$ cat src/rtl/mstk_pkg.sv
package mstk_pkg;
  typedef enum logic [2:0] {
    CMD_IDLE  = 3'd0,
    CMD_PUSH  = 3'd1,
    CMD_TRUE  = 3'd2,
    CMD_FALSE = 3'd3,
    CMD_POP   = 3'd4
  } mstk_cmd_e;
endpackage

$ cat src/rtl/mstk_store.sv
// Saved-mask storage: write port indexed by fill level, read of top entry.
module mstk_store #(
  parameter int W     = 16,
  parameter int DEPTH = 8,
  localparam int AW   = (DEPTH > 1) ? $clog2(DEPTH) : 1,
  localparam int LVLW = $clog2(DEPTH + 1)
) (
  input  logic            clk,
  input  logic            rst,
  input  logic            push_i,
  input  logic            pop_i,
  input  logic [W-1:0]    wdata_i,
  output logic [W-1:0]    top_o,
  output logic [LVLW-1:0] level_o,
  output logic            empty_o,
  output logic            full_o,
  output logic            ovf_o,
  output logic            unf_o
);
  logic [W-1:0]    mem [DEPTH];
  logic [LVLW-1:0] level_q;
  logic            push_ok, pop_ok;
  logic [AW-1:0]   wr_idx, rd_idx;

  assign empty_o = (level_q == '0);
  assign full_o  = (level_q == LVLW'(DEPTH));
  assign push_ok = push_i && !full_o;
  assign pop_ok  = pop_i && !empty_o;
  assign wr_idx  = AW'(level_q);
  assign rd_idx  = AW'(level_q - LVLW'(1));
  assign top_o   = mem[rd_idx];
  assign level_o = level_q;

  // No reset on the array so it maps onto plain RAM.
  always_ff @(posedge clk) begin
    if (push_ok) mem[wr_idx] <= wdata_i;
  end

  always_ff @(posedge clk) begin
    if (rst) begin
      level_q <= '0;
      ovf_o   <= 1'b0;
      unf_o   <= 1'b0;
    end else begin
      ovf_o <= push_i && full_o;
      unf_o <= pop_i && empty_o;
      if (push_ok)     level_q <= level_q + LVLW'(1);
      else if (pop_ok) level_q <= level_q - LVLW'(1);
    end
  end

  assert_no_overflow_R3: assert property (@(posedge clk) disable iff (rst)
    (push_i && full_o) |=> ($stable(level_o) && ovf_o));
  assert_pop_level_R7: assert property (@(posedge clk) disable iff (rst)
    (pop_i && !empty_o) |=> (level_o == $past(level_o) - LVLW'(1)));
  assert_level_bound_R11: assert property (@(posedge clk) disable iff (rst)
    level_o <= LVLW'(DEPTH));
endmodule

$ cat src/rtl/mstk_narrow.sv
// Base selection, narrowed masks and per-side lane summaries.
module mstk_narrow #(
  parameter int W = 16
) (
  input  logic [W-1:0] active_i,
  input  logic [W-1:0] top_i,
  input  logic         empty_i,
  input  logic [W-1:0] cond_i,
  output logic [W-1:0] base_o,
  output logic [W-1:0] true_mask_o,
  output logic [W-1:0] false_mask_o,
  output logic         any_true_o,
  output logic         any_false_o
);
  always_comb begin
    base_o       = empty_i ? active_i : top_i;
    true_mask_o  = base_o & cond_i;
    false_mask_o = base_o & ~cond_i;
    any_true_o   = |true_mask_o;
    any_false_o  = |false_mask_o;
  end
endmodule

$ cat src/rtl/simd_mask_stack.sv
module simd_mask_stack #(
  parameter int LANES = 16,
  parameter int DEPTH = 8,
  localparam int LVLW = $clog2(DEPTH + 1)
) (
  input  logic             clk,
  input  logic             rst,
  input  logic [2:0]       cmd_i,
  input  logic [LANES-1:0] cond_i,
  output logic [LANES-1:0] lane_mask_o,
  output logic             any_true_o,
  output logic             any_false_o,
  output logic             overflow_o,
  output logic             underflow_o
);
  import mstk_pkg::*;

  mstk_cmd_e        cmd;
  logic             do_push, do_pop, do_true, do_false;
  logic [LANES-1:0] top, base, t_mask, f_mask;
  logic [LVLW-1:0]  level;
  logic             empty, full;

  assign cmd      = mstk_cmd_e'(cmd_i);
  assign do_push  = (cmd == CMD_PUSH);
  assign do_pop   = (cmd == CMD_POP);
  assign do_true  = (cmd == CMD_TRUE);
  assign do_false = (cmd == CMD_FALSE);

  mstk_store #(.W(LANES), .DEPTH(DEPTH)) store_i (
    .clk(clk), .rst(rst), .push_i(do_push), .pop_i(do_pop),
    .wdata_i(lane_mask_o), .top_o(top), .level_o(level),
    .empty_o(empty), .full_o(full), .ovf_o(overflow_o), .unf_o(underflow_o)
  );

  mstk_narrow #(.W(LANES)) narrow_i (
    .active_i(lane_mask_o), .top_i(top), .empty_i(empty), .cond_i(cond_i),
    .base_o(base), .true_mask_o(t_mask), .false_mask_o(f_mask),
    .any_true_o(any_true_o), .any_false_o(any_false_o)
  );

  always_ff @(posedge clk) begin
    if (rst) begin
      lane_mask_o <= '1;
    end else begin
      if (do_true)                lane_mask_o <= t_mask;
      else if (do_false)          lane_mask_o <= f_mask;
      else if (do_pop && !empty)  lane_mask_o <= top;
    end
  end

  assert_push_hold_R2: assert property (@(posedge clk) disable iff (rst)
    do_push |=> $stable(lane_mask_o));
  assert_true_subset_R4: assert property (@(posedge clk) disable iff (rst)
    do_true |=> ((lane_mask_o & ~$past(base)) == '0));
  assert_false_disjoint_R5: assert property (@(posedge clk) disable iff (rst)
    do_false |=> ((lane_mask_o & $past(cond_i)) == '0));
  assert_pop_restore_R7: assert property (@(posedge clk) disable iff (rst)
    (do_pop && !empty) |=> (lane_mask_o == $past(top)));
  assert_pop_empty_R8: assert property (@(posedge clk) disable iff (rst)
    (do_pop && empty) |=> ($stable(lane_mask_o) && underflow_o));
  assert_skip_side_R9: assert property (@(posedge clk) disable iff (rst)
    (do_true && !any_true_o) |=> (lane_mask_o == '0));
  assert_idle_hold_R10: assert property (@(posedge clk) disable iff (rst)
    (!do_push && !do_pop && !do_true && !do_false) |=> $stable(lane_mask_o));
  assert_no_dual_fault_R3: assert property (@(posedge clk) disable iff (rst)
    !(overflow_o && underflow_o));
endmodule

$ cat config.mk
export PLATFORM = sky130hd
export DESIGN_NAME = simd_mask_stack
export DESIGN_NICKNAME = d
export VERILOG_FILES = /design/src/rtl/mstk_pkg.sv /design/src/rtl/mstk_store.sv /design/src/rtl/mstk_narrow.sv /design/src/rtl/simd_mask_stack.sv
export SDC_FILE = /design/constraint.sdc
export NUM_CORES = 1
export LEC_CHECK = 0
export BUFFER_PORTS_ARGS = -buffer_cell sky130_fd_sc_hd__clkbuf_2
export CAP_MARGIN = 15
export CORE_ASPECT_RATIO = 1.5
export CORE_MARGIN = 1
export CORE_UTILIZATION = 50
export CTS_CLUSTER_SIZE = 12
export DETAILED_ROUTE_END_ITERATION = 12
export PLACE_DENSITY = 0.7
export SYNTH_ARGS = -nofsm -noshare
export SYNTH_HDL_FRONTEND = slang
export SYNTH_SLANG_ARGS = --single-unit
$ cat constraint.sdc
create_clock -name clk -period 3.3 [get_ports clk]
set_input_delay 0.495 -clock clk [delete_from_list [all_inputs] [get_ports clk]]
set_output_delay 0.495 -clock clk [all_outputs]
set_load 0.1 [all_outputs]
After elaboration in Yosys (flattened, before gate mapping)
Memories as Yosys holds them, arrays and structs flattened.
Index checks and enable logic that the tools add are counted.
{"block": "word_totals", "elab_cells": 34, "ramBits": 128, "in_bits": 21, "output_inout_bits": 20, "n_memories": 1, "ff_bits": 22}
{"memory": "store_i.mem", "words": 8, "word_bits": 16, "rd": 1, "rd_ports_with_merged_regs": 0, "write_ports": 1, "line": "mstk_store.sv:20", "source": "logic [W-1:0] mem [DEPTH];"}
{"block": "classes", "mux": 8, "add_sub_neg": 2, "eq_ne": 5, "n_bitwise": 3, "n_reduce_logical": 11}
{"op": "$mux 16", "n": 4}
{"op": "$and 16x16->16", "n": 2}
{"op": "$reduce_or 16->1", "n": 2}
{"op": "$not 16->16", "n": 1}
{"op": "$mux 4", "n": 2}
{"op": "$eq 3x2->1 const B", "n": 2}
{"op": "$add 4x1->4 const B", "n": 1}
{"op": "$eq 4x4->1 const B", "n": 1}
{"op": "$logic_and 1x1->1", "n": 4}
{"op": "$logic_not 4->1", "n": 1}
{"op": "$sub 4x1->4 const B", "n": 1}
{"op": "$eq 3x1->1 const B", "n": 1}
{"op": "$eq 3x3->1 const B", "n": 1}
{"op": "$reduce_bool 3->1", "n": 1}
{"op": "$logic_not 1->1", "n": 2}
{"op": "$mux 1", "n": 2}
{"op": "$reduce_bool 2->1", "n": 1}

Depth between registers and ports, before layout
{"block": "logic_depth", "ltp_word": 6, "depth_mapped": 13, "ltp_nobuf": 8}

By module
Synthesis repeated with hierarchy kept, for this count alone.
{"block": "unflattened", "cells_unflattened": 385, "area_unflattened_um2": 6693.9}
{"mod": "mstk_store", "seq_area_each_um2": 3963.8, "cells_each": 248, "area_per_inst_um2": 5315.1, "instances": 1}
{"mod": "simd_mask_stack", "seq_area_each_um2": 320.3, "cells_each": 77, "area_per_inst_um2": 859.6, "instances": 1}
{"mod": "mstk_narrow", "seq_area_each_um2": 0.0, "cells_each": 60, "area_per_inst_um2": 519.2, "instances": 1}

Worst setup path after synthesis
Ideal clock, no wire load.
{"block": "synth_path", "kind": "register to output", "startpoint": "register store_i.level_q[0] (netlist: store_i.level_o[0])", "endpoint": "output port any_true_o", "arrival_time_ns": 3.481, "path_buffers": 4, "path_slack_ns": -0.676, "required_time_ns": 2.805, "stages_incl_launch_ff": 13, "cell_sequence": "dfxtp_1 buf_2 inv_1 clkbuf_1 ha_1 buf_4 inv_2 buf_6 mux4_2 mux2_2 a2bb2o_1 o21ai_1 nand4_1"}
{"block": "synth_via", "elab_chain_cells": 5, "word_cells_on_any_way": 6, "classes_between": "add/sub: 1; mux: 1; bitwise: 1; reduce/logical: 2; memory: 1"}
{"item": "start, declared", "line": "mstk_store.sv:21", "source": "logic [LVLW-1:0] level_q;"}
{"item": "start signal, assigned", "line": "mstk_store.sv:47", "source": "if (push_ok) level_q <= level_q + LVLW'(1);"}
{"item": "start signal, assigned", "line": "mstk_store.sv:48", "source": "else if (pop_ok) level_q <= level_q - LVLW'(1);"}
{"item": "$sub 4x1->4", "line": "mstk_store.sv:30", "source": "assign rd_idx = AW'(level_q - LVLW'(1));"}
{"item": "$mem_v2 8x16"}
{"item": "$mux 16 (*)", "line": "mstk_narrow.sv:16", "source": "base_o = empty_i ? active_i : top_i;"}
{"item": "$and 16x16->16 (*)", "line": "mstk_narrow.sv:17", "source": "true_mask_o = base_o & cond_i;"}
{"item": "$reduce_or 16->1 (*)", "line": "mstk_narrow.sv:19", "source": "any_true_o = |true_mask_o;"}
{"item": "end, declared", "line": "simd_mask_stack.sv:11", "source": "output logic any_true_o,"}
Mark *: on every way between the ends. The rest lies on a longest branch, timed or not.

Worst setup path after layout
Ends and elaborated chain as after synthesis.

==> results.yml <==
run_status:
  status: "finished with violations"
  failed_checks: "negative setup slack"
setup_path:
  crit_path_top_delay_cell: "dfxtp_4"
  cp-end-kind: "primary output"
  critPathArrivalTime_ps: 2940
  critPathKind: "register to primary output"
  slowest_delay_ps: 350
  required_ps: 2800
  critPathMaxFanout: 9
  crit_chain: "inv_4, ha_4, buf_12, clkbuf_16, mux2i_1, nand3_1, nand4_1, o22ai_1, a2111oi_2, nand4_1, buf_12"
  cp-start-kind: "register"
  cp_top_family: "buffers and inverters"
  crit_buf_inv: 4
global_routing:
  grt_max_degree: 42
  grt.overflow.total: 0
  grt_usage: 0.274
  first_global_vias: 5159
  antenna_found_initial: 0
  grt_pass1_wl_um: 29100
sta:
  skew_ps: 9.69
  setup_tns_ps: -256
  layout_min_cycle_time_ps: 3430
  hold-worst-slack_ps: 443
  final-hold-violation-count: 0
  slew_violations: 0
  rsz0062_at_grt: "true"
  worstMarginPinSlew_ps: 806
  period_share: 1.04
  fmax_mhz: 291
  setup_ws_ps: -132
  finalSetupViolations: 2
  slew_headroom: 0.459
logic_synthesis:
  synthArstFlopShare: 0
  synth_cells: 536
  netlist-cell-type-count: 55
  syn_area_sq_mm: 0.00684
  synth_top_area_cell: "edfxtp_1"
  ys_seq_elements: 150
  ys_seq_area_frac: 0.626
  ys_warn_count: 0
  synth_area_leaders: "edfxtp_1 56%, mux2i_1 7.2%, dfxtp_1 6.4%"
  synthTopCellsByCount: "128 x edfxtp_1, 49 x mux2i_1, 46 x nand3_1"
  synth.top_cell.area_share: 0.562
  synthMostInstantiatedCell: "edfxtp_1"
  syn_nets: 559
  synth_area_per_cell_sq_um: 12.8
  synth_edf_count: 128
  ys.flop_type: "edfxtp_1"
drt:
  wl_per_cell_um: 24.6
  viasPerCell: 6.60
  wirelength_um: 19500
  drtIter0Drc: 841
  vias: 5245
  drc: 0
  drtAntennaViolNets: 0
  first_pass_iters: 7
cells_and_area:
  drive_gt1_frac: 0.284
  syn_to_final_growth_pct: 24.9
  instances_no_fill: 795
  nets: 643
  num-fill-cells: 989
  antenna_cells: 0
placement:
  dpl.hpwl_um: 11700
  numPortBuffers: 40
  gp_congestion: 0.895
  dp_slack_ps: 102
  place_inst: 737
clock_tree:
  clock_latency_ps: 430
  cts_buffers: 17
  cts_max_path_buffers: 2
  cts_tree: "yes"
  clock-sinks: 150
  cts_hold_buffers: 0
  cts_root_buf: "clkbuf_16"
  clkTransAtPathRegs_ps: 60
  cts.htree.levels: 4
die:
  core_sq_mm: 0.0134
  rows: 52
  ioPinCount: 41
  die_w_um: 97.5
  start_util: 0.510
  die_area_sq_mm: 0.0142
  die_y_um: 145
job:
  drv_cap: 0
power_and_ir_drop:
  power_mw: 5.14
  max-vdd-ir-drop_v: 0.000385
  p_leak_nw: 2.93
  powerDensity_mw_per_mm2: 602
min_path:
  min-delay-path-class: "primary input to register"
## metrics by stage
stage,cell area [sq um],utilization
after floorplan,6900,-
after global placement,7500,0.560
after detailed placement,7500,0.560
after CTS,8300,0.619
after global routing,8540,0.637
final,8540,0.637
## cell families after synthesis
family | share of synthesized area
DFF | 0.626
and+or+nand+nor | 0.105
AOI/OAI and AO/OA | 0.109
muxes | 0.0964
buffers and inverters | 0.0368
xor gates and xnor gates | 0.0229
adders and majority gates | 0.00366
## layout make-up
class                      count  area [sq um]  area share
sequential                   150          4290       0.502
multi-input combinational    332          2510       0.294
timing repair buffer         102           887       0.104
clock buffer                  19           433      0.0507
tap                          162           203      0.0237
clock inverter                13           145      0.0170
inverter                      17          73.8     0.00864
## worst register-to-register path, stage by stage, from the launching register on
cell and delay [ps]:
dfxtp_2 330, inv_2 50, ha_4 290, inv_8 90, mux4_2 500, mux2_4 310, buf_4 160, nor2_1 90
nor4_1 60, or3_1 340
## power breakdown
part | switching [mW] | internal, mW | total [mW]
sequential | 0.0585 | 2.12 | 2.17
combinational | 0.651 | 0.402 | 1.05
clock | 0.792 | 1.12 | 1.92
total | 1.50 | 3.64 | 5.14
## sequential cells by signal, summed over array words and instances, names as in the netlist
name             count
store_i.level_o      4
store_i.unf_o        1
lane_mask_o         16
store_i.mem        128
store_i.ovf_o        1
## what timing repair did
action | CTS | global route
setup endpoints to repair | 2 | 2
setup buffers | 9 | 13
pin swaps | 6 | 16
gates cloned | 2 | 2
resized for setup | 24 | 13
## path summary, 6_finish.rpt
| check | startpoint | to | slack (ps) | depth (start not counted) |
|---|---|---|---|---|
| hold reg to reg | store_i.level_o[3] | store_i.ovf_o | 600 | 2 |
| setup / recovery | store_i.level_o[0] | any_true_o | -130 | 11 |
| setup reg to reg | store_i.level_o[1] | lane_mask_o[15] | 980 | 9 |
| hold / removal | cmd_i[1] | store_i.ovf_o | 440 | 4 |
## routing by layer
metal	global-route usage	vias up	share of wire
li1	-	2251	-
met1	0.360	2543	0.38
met2	0.431	357	0.48
met3	0.0602	94	0.089
met4	0.136	0	0.048
met5	0	-	0
## layout by cell type, fill, tap and decap left out, types with 4 or more instances in the layout
cell type,netlist,layout
o22a_1,5,5
nor3_2,0,4
xnor2_1,12,11
a31oi_1,13,13
nand3_1,46,46
o21ai_0,17,17
mux4_2,7,7
o22ai_1,7,6
nor2b_1,6,5
o211ai_1,4,4
xor2_1,4,4
nor2_1,24,20
a22oi_1,7,7
nand4_1,11,11
buf_12,0,9
clkbuf_16,0,19
mux2i_1,49,45
clkbuf_2,0,38
edfxtp_1,128,128
nor3_1,16,12
a2111oi_2,0,4
dfxtp_1,22,19
nand2b_1,4,4
nand2_1,22,22
inv_1,16,14
inv_6,0,5
a21oi_1,26,26
a21o_1,4,4
buf_4,3,48
Note: power is estimated with default switching activity, not from simulation.
